File: src/rtl/tcr_pkg.sv
package tcr_pkg;
    localparam int NUM_CH  = 3;
    localparam int NUM_DIV = 4;
    localparam int CSEL_W  = 3;
    localparam int FLD_W   = 2;

    typedef enum logic [FLD_W-1:0] {
        RT_PIN    = 2'd0,
        RT_OFF    = 2'd1,
        RT_SIB_LO = 2'd2,
        RT_SIB_HI = 2'd3
    } route_e;

    localparam logic [CSEL_W-1:0] CS_SLOW = 3'd4;
    localparam logic [CSEL_W-1:0] CS_X0   = 3'd5;
    localparam logic [CSEL_W-1:0] CS_X1   = 3'd6;
    localparam logic [CSEL_W-1:0] CS_X2   = 3'd7;

    // lowest-numbered channel other than k
    function automatic int sib_lo(int k);
        return (k == 0) ? 1 : 0;
    endfunction

    // highest-numbered channel other than k
    function automatic int sib_hi(int k);
        return (k == NUM_CH - 1) ? NUM_CH - 2 : NUM_CH - 1;
    endfunction
endpackage

File: src/rtl/tcr_prescaler.sv
module tcr_prescaler
    import tcr_pkg::*;
#(
    parameter int DIV_LOG_FIRST = 1,
    parameter int DIV_LOG_STEP  = 2
) (
    input  logic               clk,
    input  logic               rst_n,
    output logic [NUM_DIV-1:0] div_rise,
    output logic [NUM_DIV-1:0] div_fall
);
    localparam int CNT_W = DIV_LOG_FIRST + (NUM_DIV - 1) * DIV_LOG_STEP;

    typedef struct packed {
        logic [CNT_W-1:0] cnt;
    } pre_st_t;

    pre_st_t st_d, st_q;

    always_comb begin
        st_d     = st_q;
        st_d.cnt = st_q.cnt + 1'b1;
    end

    always_ff @(posedge clk or negedge rst_n) begin
        if (!rst_n) begin
            st_q <= '0;
        end else begin
            st_q <= st_d;
        end
    end

    // tap k divides by 2**L; the rise point is the wrap and the fall point is half a period earlier
    for (genvar k = 0; k < NUM_DIV; k++) begin : g_tap
        localparam int L = DIV_LOG_FIRST + k * DIV_LOG_STEP;
        localparam logic [CNT_W-1:0] HALF_M1 = CNT_W'((1 << (L - 1)) - 1);
        assign div_rise[k] = &st_q.cnt[L-1:0];
        assign div_fall[k] = (st_q.cnt[L-1:0] == HALF_M1[L-1:0]);
    end

endmodule

File: src/rtl/tcr_xroute.sv
module tcr_xroute
    import tcr_pkg::*;
#(
    parameter int SYNC_STAGES = 2
) (
    input  logic                    clk,
    input  logic                    rst_n,
    input  logic [NUM_CH-1:0]       ext_pin,
    input  logic [NUM_CH-1:0]       chan_out_a,
    input  logic [NUM_CH*FLD_W-1:0] route_sel,
    output logic [NUM_CH-1:0]       xlvl,
    output logic [NUM_CH-1:0]       xrise,
    output logic [NUM_CH-1:0]       xfall
);
    typedef struct packed {
        logic [SYNC_STAGES-1:0][NUM_CH-1:0] sync;
        logic [NUM_CH-1:0]                  line;
        logic [NUM_CH-1:0]                  prev;
    } xr_st_t;

    xr_st_t st_d, st_q;

    always_comb begin
        st_d         = st_q;
        st_d.sync[0] = ext_pin;
        for (int s = 1; s < SYNC_STAGES; s++) begin
            st_d.sync[s] = st_q.sync[s-1];
        end
        for (int k = 0; k < NUM_CH; k++) begin
            case (route_e'(route_sel[k*FLD_W +: FLD_W]))
                RT_PIN:    st_d.line[k] = st_q.sync[SYNC_STAGES-1][k];
                RT_OFF:    st_d.line[k] = 1'b0;
                RT_SIB_LO: st_d.line[k] = chan_out_a[sib_lo(k)];
                default:   st_d.line[k] = chan_out_a[sib_hi(k)];
            endcase
        end
        st_d.prev = st_q.line;
    end

    always_ff @(posedge clk or negedge rst_n) begin
        if (!rst_n) begin
            st_q <= '0;
        end else begin
            st_q <= st_d;
        end
    end

    assign xlvl  = st_q.line;
    assign xrise = st_q.line & ~st_q.prev;
    assign xfall = ~st_q.line & st_q.prev;

    for (genvar k = 0; k < NUM_CH; k++) begin : g_chk
        AST_OFF_LINE_LOW: assert property (@(posedge clk) disable iff (!rst_n)
            (route_sel[k*FLD_W +: FLD_W] == 2'd1) |=> !xlvl[k]);
        AST_EDGE_SINGLE: assert property (@(posedge clk) disable iff (!rst_n)
            xrise[k] |=> !xrise[k]);
    end

endmodule

File: src/rtl/tcr_chan_sel.sv
module tcr_chan_sel
    import tcr_pkg::*;
(
    input  logic               clk,
    input  logic               rst_n,
    input  logic [NUM_DIV-1:0] div_rise,
    input  logic [NUM_DIV-1:0] div_fall,
    input  logic               slow_tick,
    input  logic [NUM_CH-1:0]  xlvl,
    input  logic [NUM_CH-1:0]  xrise,
    input  logic [NUM_CH-1:0]  xfall,
    input  logic [CSEL_W-1:0]  sel,
    input  logic               inv,
    input  logic [FLD_W-1:0]   gate,
    output logic               tick
);
    typedef struct packed {
        logic tick;
    } cs_st_t;

    cs_st_t st_d, st_q;
    logic   src;
    logic   gate_open;

    always_comb begin
        case (sel)
            CS_SLOW: src = slow_tick;
            CS_X0:   src = inv ? xfall[0] : xrise[0];
            CS_X1:   src = inv ? xfall[1] : xrise[1];
            CS_X2:   src = inv ? xfall[2] : xrise[2];
            default: src = inv ? div_fall[sel[1:0]] : div_rise[sel[1:0]];
        endcase
        case (gate)
            2'd1:    gate_open = xlvl[0];
            2'd2:    gate_open = xlvl[1];
            2'd3:    gate_open = xlvl[2];
            default: gate_open = 1'b1;
        endcase
        st_d      = st_q;
        st_d.tick = src & gate_open;
    end

    always_ff @(posedge clk or negedge rst_n) begin
        if (!rst_n) begin
            st_q <= '0;
        end else begin
            st_q <= st_d;
        end
    end

    assign tick = st_q.tick;

    AST_GATE_BLOCKS: assert property (@(posedge clk) disable iff (!rst_n)
        ((gate == 2'd1 && !xlvl[0]) || (gate == 2'd2 && !xlvl[1]) ||
         (gate == 2'd3 && !xlvl[2])) |=> !tick);
    AST_SLOW_PASS: assert property (@(posedge clk) disable iff (!rst_n)
        (sel == CS_SLOW && gate == 2'd0 && slow_tick) |=> tick);

endmodule

File: src/rtl/tc_clock_router.sv
module tc_clock_router
    import tcr_pkg::*;
#(
    parameter int SYNC_STAGES   = 2,
    parameter int DIV_LOG_FIRST = 1,
    parameter int DIV_LOG_STEP  = 2
) (
    input  logic        clk,
    input  logic        rst_n,
    input  logic [2:0]  ext_pin,
    input  logic [2:0]  chan_out_a,
    input  logic        slow_tick,
    input  logic [5:0]  route_sel,
    input  logic [8:0]  clk_sel,
    input  logic [2:0]  clk_inv,
    input  logic [5:0]  gate_sel,
    input  logic        sync_cmd,
    output logic [2:0]  ch_tick,
    output logic [2:0]  ch_sync,
    output logic [2:0]  xline
);
    typedef struct packed {
        logic sync;
    } top_st_t;

    top_st_t             st_d, st_q;
    logic [NUM_DIV-1:0]  div_rise, div_fall;
    logic [NUM_CH-1:0]   xlvl, xrise, xfall;

    tcr_prescaler #(
        .DIV_LOG_FIRST (DIV_LOG_FIRST),
        .DIV_LOG_STEP  (DIV_LOG_STEP)
    ) u_pre (
        .clk      (clk),
        .rst_n    (rst_n),
        .div_rise (div_rise),
        .div_fall (div_fall)
    );

    tcr_xroute #(
        .SYNC_STAGES (SYNC_STAGES)
    ) u_xr (
        .clk        (clk),
        .rst_n      (rst_n),
        .ext_pin    (ext_pin),
        .chan_out_a (chan_out_a),
        .route_sel  (route_sel),
        .xlvl       (xlvl),
        .xrise      (xrise),
        .xfall      (xfall)
    );

    for (genvar k = 0; k < NUM_CH; k++) begin : g_ch
        tcr_chan_sel u_cs (
            .clk       (clk),
            .rst_n     (rst_n),
            .div_rise  (div_rise),
            .div_fall  (div_fall),
            .slow_tick (slow_tick),
            .xlvl      (xlvl),
            .xrise     (xrise),
            .xfall     (xfall),
            .sel       (clk_sel[k*CSEL_W +: CSEL_W]),
            .inv       (clk_inv[k]),
            .gate      (gate_sel[k*FLD_W +: FLD_W]),
            .tick      (ch_tick[k])
        );
    end

    always_comb begin
        st_d      = st_q;
        st_d.sync = sync_cmd;
    end

    always_ff @(posedge clk or negedge rst_n) begin
        if (!rst_n) begin
            st_q <= '0;
        end else begin
            st_q <= st_d;
        end
    end

    assign ch_sync = {NUM_CH{st_q.sync}};
    assign xline   = xlvl;

    AST_SYNC_FANOUT: assert property (@(posedge clk) disable iff (!rst_n)
        sync_cmd |=> (ch_sync == 3'b111));
    AST_SYNC_QUIET: assert property (@(posedge clk) disable iff (!rst_n)
        !sync_cmd |=> (ch_sync == 3'b000));

endmodule

File: config.mk
export PLATFORM = sky130hd
export DESIGN_NAME = tc_clock_router
export DESIGN_NICKNAME = d
export VERILOG_FILES = /design/src/rtl/tcr_pkg.sv /design/src/rtl/tcr_prescaler.sv /design/src/rtl/tcr_xroute.sv /design/src/rtl/tcr_chan_sel.sv /design/src/rtl/tc_clock_router.sv
export SDC_FILE = /design/constraint.sdc
export NUM_CORES = 1
export LEC_CHECK = 0
export CAP_MARGIN = 40
export CORE_MARGIN = 2
export CORE_UTILIZATION = 50
export CTS_CLUSTER_DIAMETER = 200
export DETAILED_ROUTE_END_ITERATION = 8
export PLACE_DENSITY = 0.82
export SLEW_MARGIN = 10
export SYNTH_ARGS = -nofsm -noshare
export SYNTH_HDL_FRONTEND = slang
export SYNTH_SLANG_ARGS = --single-unit
File: constraint.sdc
create_clock -name clk -period 3.25 [get_ports clk]
set_clock_uncertainty 0.05 [all_clocks]
set_input_delay 0.65 -clock clk [delete_from_list [all_inputs] [get_ports clk]]
set_output_delay 0.65 -clock clk [all_outputs]
set_load 0.005 [all_outputs]
==> summary.txt, run 1 <==
Outcome
  • Outcome: complete, no violations

Yosys
  • Fraction of the yosys area taken by sequential cells: between 30% and 40%
  • Synth Area in Adders: between 4 and 5%
  • Synth area leaders: dfrtp_1 40%, nand3b_1 7.8%, mux2i_1 4.8%
  • Simple-Gate Fraction of Synth Area: a little over a quarter
  • Largest family of logic cells by synthesized area: simple AND/OR/NAND/NOR gates
  • Post-synth top area share: about two fifths
  • Post-synthesis sequential element count: 23
  • XOR/XNOR share of the synthesized area: under 10%
  • Largest area contributor in the netlist: dfrtp_1
  • Yosys warning count: 0
  • Synth cell types: 31
  • Synth Instances: approximately 150
  • Synth Area per Inst: roughly 9.9 µm²
  • Mux share of post-synthesis cell area: under 10%
  • Mapped Area: ~0.0014 mm²
  • Compound-Gate Fraction of Synth Area: between 10% and 20%
  • Syn Nets: about 190

Setup path
  • Crit path max-delay family: buffers and inverters
  • Crit Path Category: flop to primary output
  • Critical path's largest stage delay: between 0.5 and 0.6 ns
  • CP max FO: 11
  • Setup crit end kind: primary output
  • WP data required: between 2 and 3 ns
  • Startpoint types: flop
  • Slowest-stage cell, CP: clkdlybuf4s50_1
  • Cell Chain, Critical Path: clkdlybuf4s50_1
  • WP buf/inv: 1
  • Arr. time, crit path: 1.46 ns

Clock tree
  • Latest clock arrival within the worst-skew pair: 0.31 ns
  • Cts repair resizes: 0
  • Clk sinks: 23
  • Register clock-pin slew on the reported worst setup and hold paths: around 0.13 ns
  • CTS Buffer Depth: 2
  • Post-CTS Hold Fix Bufs: 0
  • Num CTS Buffers: 3
  • Post-CTS setup buffer count: 0
  • CTS tree: yes
  • H-tree levels: 1
  • CTS Root Cell: clkbuf_4

Place
  • Port Buffers: 42
  • Post-DP HPWL: 2.507 mm
  • Placed cells: ~210
  • Final GP Congestion: a little over 0.8

Detailed routing
  • DR WL/cell: about 15 µm
  • DRC Markers: 0
  • Post-route ant nets: 0
  • DR pass1 iterations: 5
  • DR iter-0 viols: around 60
  • Vias per cell: 5.926
  • Total Wirelength: 3.216 mm
  • Vias post-DR: between 1,000 and 1,500

Layout
  • # diodes: 0
  • Area delta synth->final: 29.67%
  • Non-filler cells, final: between 200 and 250
  • Nets: ~220
  • Fillcell total: 220
  • Share of cells above drive strength 1: under 10%

GRT
  • Vias in the first global route: roughly 1,300
  • Global-route wire length before repair: 5.561 mm
  • Largest net degree at the start of global routing: 24
  • GRT Util Overall: a little over a fifth
  • GRT Residual Overflow: 0
  • Initial antenna violation count: 0

STA
  • RSZ-0062 raised after global routing: false
  • Slew margin rel.: 76.97%
  • FMAX: between 400 and 500 MHz
  • Final worst path period share: between 60 and 70%
  • Worst-margin pin slew: between 0.3 and 0.4 ns
  • Final hold vios: 0
  • Hold slack: approximately 0.32 ns
  • # setup viols final: 0
  • Setup_tns: 0 ns
  • Max Slew Vio Count: 0
  • Tmin final: 2.162 ns

Die
  • Row count: 19
  • Die Y: 57.79 µm
  • Core box area: 0.002758 mm²
  • Chip Width: 57.79 µm
  • Starting Density: between 50% and 60%
  • I/O pin count: 43
  • Die Footprint: 0.003339 mm²

Flow run
  • Total of max-cap violations: 0

Power
  • Worst vdd ir: approximately 0.43 mV
  • Pwr Density: 309.7 mW/mm²
  • Static Leak: between 0.7 and 0.8 nW

Min path
  • Hold WC Path Type: flop to flop
-- per-layer routing --
layer  track usage (%)  share of wire, %  routed length [µm]  vias up
met3             5.134               5.8                 187        6
met1             25.57                43                1395      604
met5                 0                 0                   0        -
li1                  -                 -                   -      616
met2             37.82                50                1603       48
met4             5.648              0.90                  29        0
-- power by group --
group	leakage [nW]	internal, mW	switching (mW)	total, mW
clock network	0.0139	0.0470	0.0876	0.135
registers	0.279	0.300	0.0175	0.317
logic	0.465	0.0822	0.0467	0.129
-- through the flow --
step	worst slack, ns	area (µm²)	power, mW	util [%]
global placement	1.084	1846	0.4471	66.92
CTS	1.051	1876	0.5885	68.01
global route	0.9684	1876	0.6105	68.01
finish	1.088	1876	0.5809	68.01
detailed placement	0.9563	1846	0.4522	66.92
floorplan	1.489	1446	0.3743	-
-- state kept, by name (all words and copies together) (netlist names) --
name            flops
st_q                1
u_pre.st_q          7
g_ch.u_cs.tick      3
u_xr.st_d           3
u_xr.xlvl           3
u_xr.st_q           6
-- cells in the final DEF (no fill, tap or decap), types with 4 or more instances in the layout --
cell type,n
nor2b_1,6
a22o_1,5
nand2_1,4
dfrtp_1,23
ha_1,5
clkdlybuf4s50_1,42
inv_1,8
nor2_1,9
mux2i_1,7
o21ai_0,4
or3b_2,6
nand3b_1,15
a21oi_1,6
-- synthesized netlist by cell type --
cell type,count
nor2_1,9
o221ai_1,3
a31oi_1,3
nand3_1,3
or3b_1,3
o21ai_0,4
or4_1,3
nor3_1,3
xnor2_1,2
inv_1,8
nand4_1,1
and3_2,1
mux2_2,2
a311oi_1,3
o311ai_1,1
nor2b_1,6
or3b_2,6
mux2i_1,7
nand2b_1,3
a21oi_1,6
nand3b_1,15
o31ai_1,3
nand4b_1,1
xor2_1,1
o311ai_0,2
dfrtp_1,23
ha_1,5
nand2_1,4
a22o_1,5
buf_4,9
and3_1,1
-- worst paths after layout --
path	startpoint	end	slack (ns)	cells past startpoint
setup / recovery	u_xr.xlvl[0]$_DFF_PN0_	xline[0]	1.09	1
hold / removal	u_xr.st_d[9]$_DFF_PN0_	u_xr.st_q[9]$_DFF_PN0_	0.32	0
setup reg to reg	u_pre.st_q[0]$_DFF_PN0_	g_ch[2].u_cs.tick$_DFF_PN0_	1.24	7
hold reg to reg	u_xr.st_d[9]$_DFF_PN0_	u_xr.st_q[9]$_DFF_PN0_	0.32	0
max in group asynchronous	rst_n	u_xr.st_q[10]$_DFF_PN0_	2.31	2
min in group asynchronous	rst_n	u_xr.st_q[0]$_DFF_PN0_	0.61	2
-- final cells by class --
class	count	area, µm²	area share (%)
clock buffer	3	22.52	1.201
clock inverter	1	7.507	0.4003
inverter	8	30.03	1.601
multi-input combinational	106	773.2	41.23
sequential	23	575.6	30.69
tap	31	38.79	2.068
timing repair buffer	43	427.9	22.82
-- cell families (layout without fill, tap and decap cells) --
kind of cell | count (synthesis) | in the layout
xor gates and xnor gates | 3 | 3
and+or+nand+nor | 59 | 59
DFF | 23 | 23
buffers and inverters | 17 | 55
adders and majority gates | 5 | 5
muxes | 9 | 9
AOI/OAI and AO/OA | 30 | 30
Power figures use the tool's default switching activity.
==> run 2: changes to the inputs <==
Settings changed: CORE_UTILIZATION 50 to 47, PLACE_DENSITY 0.82 to 0.78.
Clock period 3.25 ns to 2.2 ns, I/O delays scaled along.
==> run 2 against run 1 <==
  * Routed wire length rose by 1.1%
  * Sequential cell count did not move
  * Sequential share of layout area fell by 0.40 points
  * Critical endpoint unchanged
  * Via count fell by 1.0%
  * Largest power group unchanged
==> summary.txt, run 2 (synthesis results as in run 1) <==
Die
  • I/O pin count: 43
  • Row count: 20
  • Chip Width: just under 60 µm
  • Core box area: a little under 0.003 mm²
  • Starting Density: a little under 50%
  • Die Y: a little under 60 µm
  • Die Footprint: approximately 0.0035 mm²

Power
  • Total power: around 0.86 mW
  • Worst vdd ir: about 0.26 mV
  • Static Leak: 0.7719 nW
  • Pwr Density: 454.4 mW/mm²

STA
  • Max Slew Vio Count: 0
  • Worst-margin pin slew: about 0.37 ns
  • Setup_tns: 0 ns
  • Slew margin rel.: between 70% and 80%
  • Final hold vios: 0
  • Hold slack: ~0.31 ns
  • Final worst path period share: 89.49%
  • # setup viols final: 0
  • RSZ-0062 raised after global routing: false
  • Tmin final: 1.969 ns
  • FMAX: around 510 MHz

GRT
  • Largest net degree at the start of global routing: 24
  • GRT Util Overall: 20.99%
  • Global-route wire length before repair: approximately 5.6 mm
  • GRT Residual Overflow: 0
  • Initial antenna violation count: 0
  • Vias in the first global route: 1,280

Clock tree
  • Post-CTS setup buffer count: 0
  • Post-CTS Hold Fix Bufs: 0
  • CTS tree: yes
  • CTS Buffer Depth: 2
  • CTS Root Cell: clkbuf_4
  • H-tree levels: 1
  • Clk sinks: 23
  • Cts repair resizes: 0
  • Register clock-pin slew on the reported worst setup and hold paths: roughly 0.13 ns
  • Latest clock arrival within the worst-skew pair: approximately 0.31 ns
  • Num CTS Buffers: 3

Setup path
  • Slowest-stage cell, CP: dfrtp_1
  • Setup crit end kind: primary output
  • Crit path max-delay family: flip-flops
  • Cell Chain, Critical Path: clkdlybuf4s50_1
  • WP data required: 1.71 ns
  • WP buf/inv: 1
  • Startpoint types: flop
  • Crit Path Category: flop to primary output
  • Critical path's largest stage delay: just under 0.6 ns
  • CP max FO: 11
  • Arr. time, crit path: between 1 and 1.5 ns

Min path
  • Hold WC Path Type: flop to flop

Detailed routing
  • DR WL/cell: ~15 µm
  • Post-route ant nets: 0
  • Total Wirelength: 3.251 mm
  • DR iter-0 viols: 48
  • Vias per cell: around 5.7
  • DR pass1 iterations: 4
  • Vias post-DR: between 1,000 and 1,500
  • DRC Markers: 0

Layout
  • Non-filler cells, final: 220
  • Final Util: about 64%
  • Commonest cells after routing, fill and taps aside: 42 x clkdlybuf4s50_1, 23 x dfrtp_1, 15 x nand3b_1
  • Biggest register: u_pre.st_q
  • Max FFs per register: 7
  • Commonest non-fill, non-tap cell in the layout: clkdlybuf4s50_1
  • Biggest regs: u_pre.st_q (7), u_xr.st_q (6)
  • # diodes: 0
  • Area delta synth->final: 31.40%
  • Nets: about 230
  • Share of cells above drive strength 1: 9.091%

Place
  • Port Buffers: 42
  • Placed cells: ~220
  • Post-DP HPWL: 2.529 mm
  • Final GP Congestion: a little over 0.8

Flow run
  • Total of max-cap violations: 0

Outcome
  • Outcome: complete, no violations
## run 2: cell count changes in the layout (fill, tap and decap cells not counted), sizes merged
cell and change:
buf +3
## run 2: where the power goes
part           internal [mW]  switching [mW]
sequential             0.443          0.0253
combinational          0.124          0.0694
clock                 0.0694           0.133
## run 2: area by class of cell
cell class,instances,area [µm²]
fillers,246,1077
clock buffers,3,22.52
inverters,8,30.03
multi-input cells,106,773.2
repair buffers,46,450.4
flip-flops and latches,23,575.6
well taps,33,41.29
clock inverters,1,7.507
## run 2: worst paths after layout
kind	from	slack [ns]	end	depth (start not counted)
worst max-delay path	u_xr.xlvl[0]$_DFF_PN0_	0.23	xline[0]	1
worst min-delay path	u_xr.st_d[11]$_DFF_PN0_	0.31	u_xr.st_q[11]$_DFF_PN0_	0
worst max register to register	u_pre.st_q[0]$_DFF_PN0_	0.37	g_ch[0].u_cs.tick$_DFF_PN0_	7
worst min register to register	u_xr.st_d[11]$_DFF_PN0_	0.31	u_xr.st_q[11]$_DFF_PN0_	0
max in group asynchronous	rst_n	1.47	u_pre.st_q[5]$_DFF_PN0_	2
min in group asynchronous	rst_n	0.41	u_pre.st_q[6]$_DFF_PN0_	2
## run 2: stage by stage
| step | area, µm² | setup slack [ns] |
|---|---|---|
| 6_report | 1901 | 0.2311 |
| 5_1_grt | 1901 | 0.1256 |
| 4_1_cts | 1901 | 0.2159 |
| 3_5_place_dp | 1871 | 0.1722 |
| 3_3_place_gp | 1871 | 0.2440 |
| 2_1_floorplan | 1446 | 0.4385 |
## run 2: layer usage
metal  GRT usage, %  routed length, µm  vias up
met4          5.844                 32        0
met1          25.38               1348      600
met2          36.42               1721       36
met3          5.677                148        6
met5              0                  0        -
li1               -                  -      619
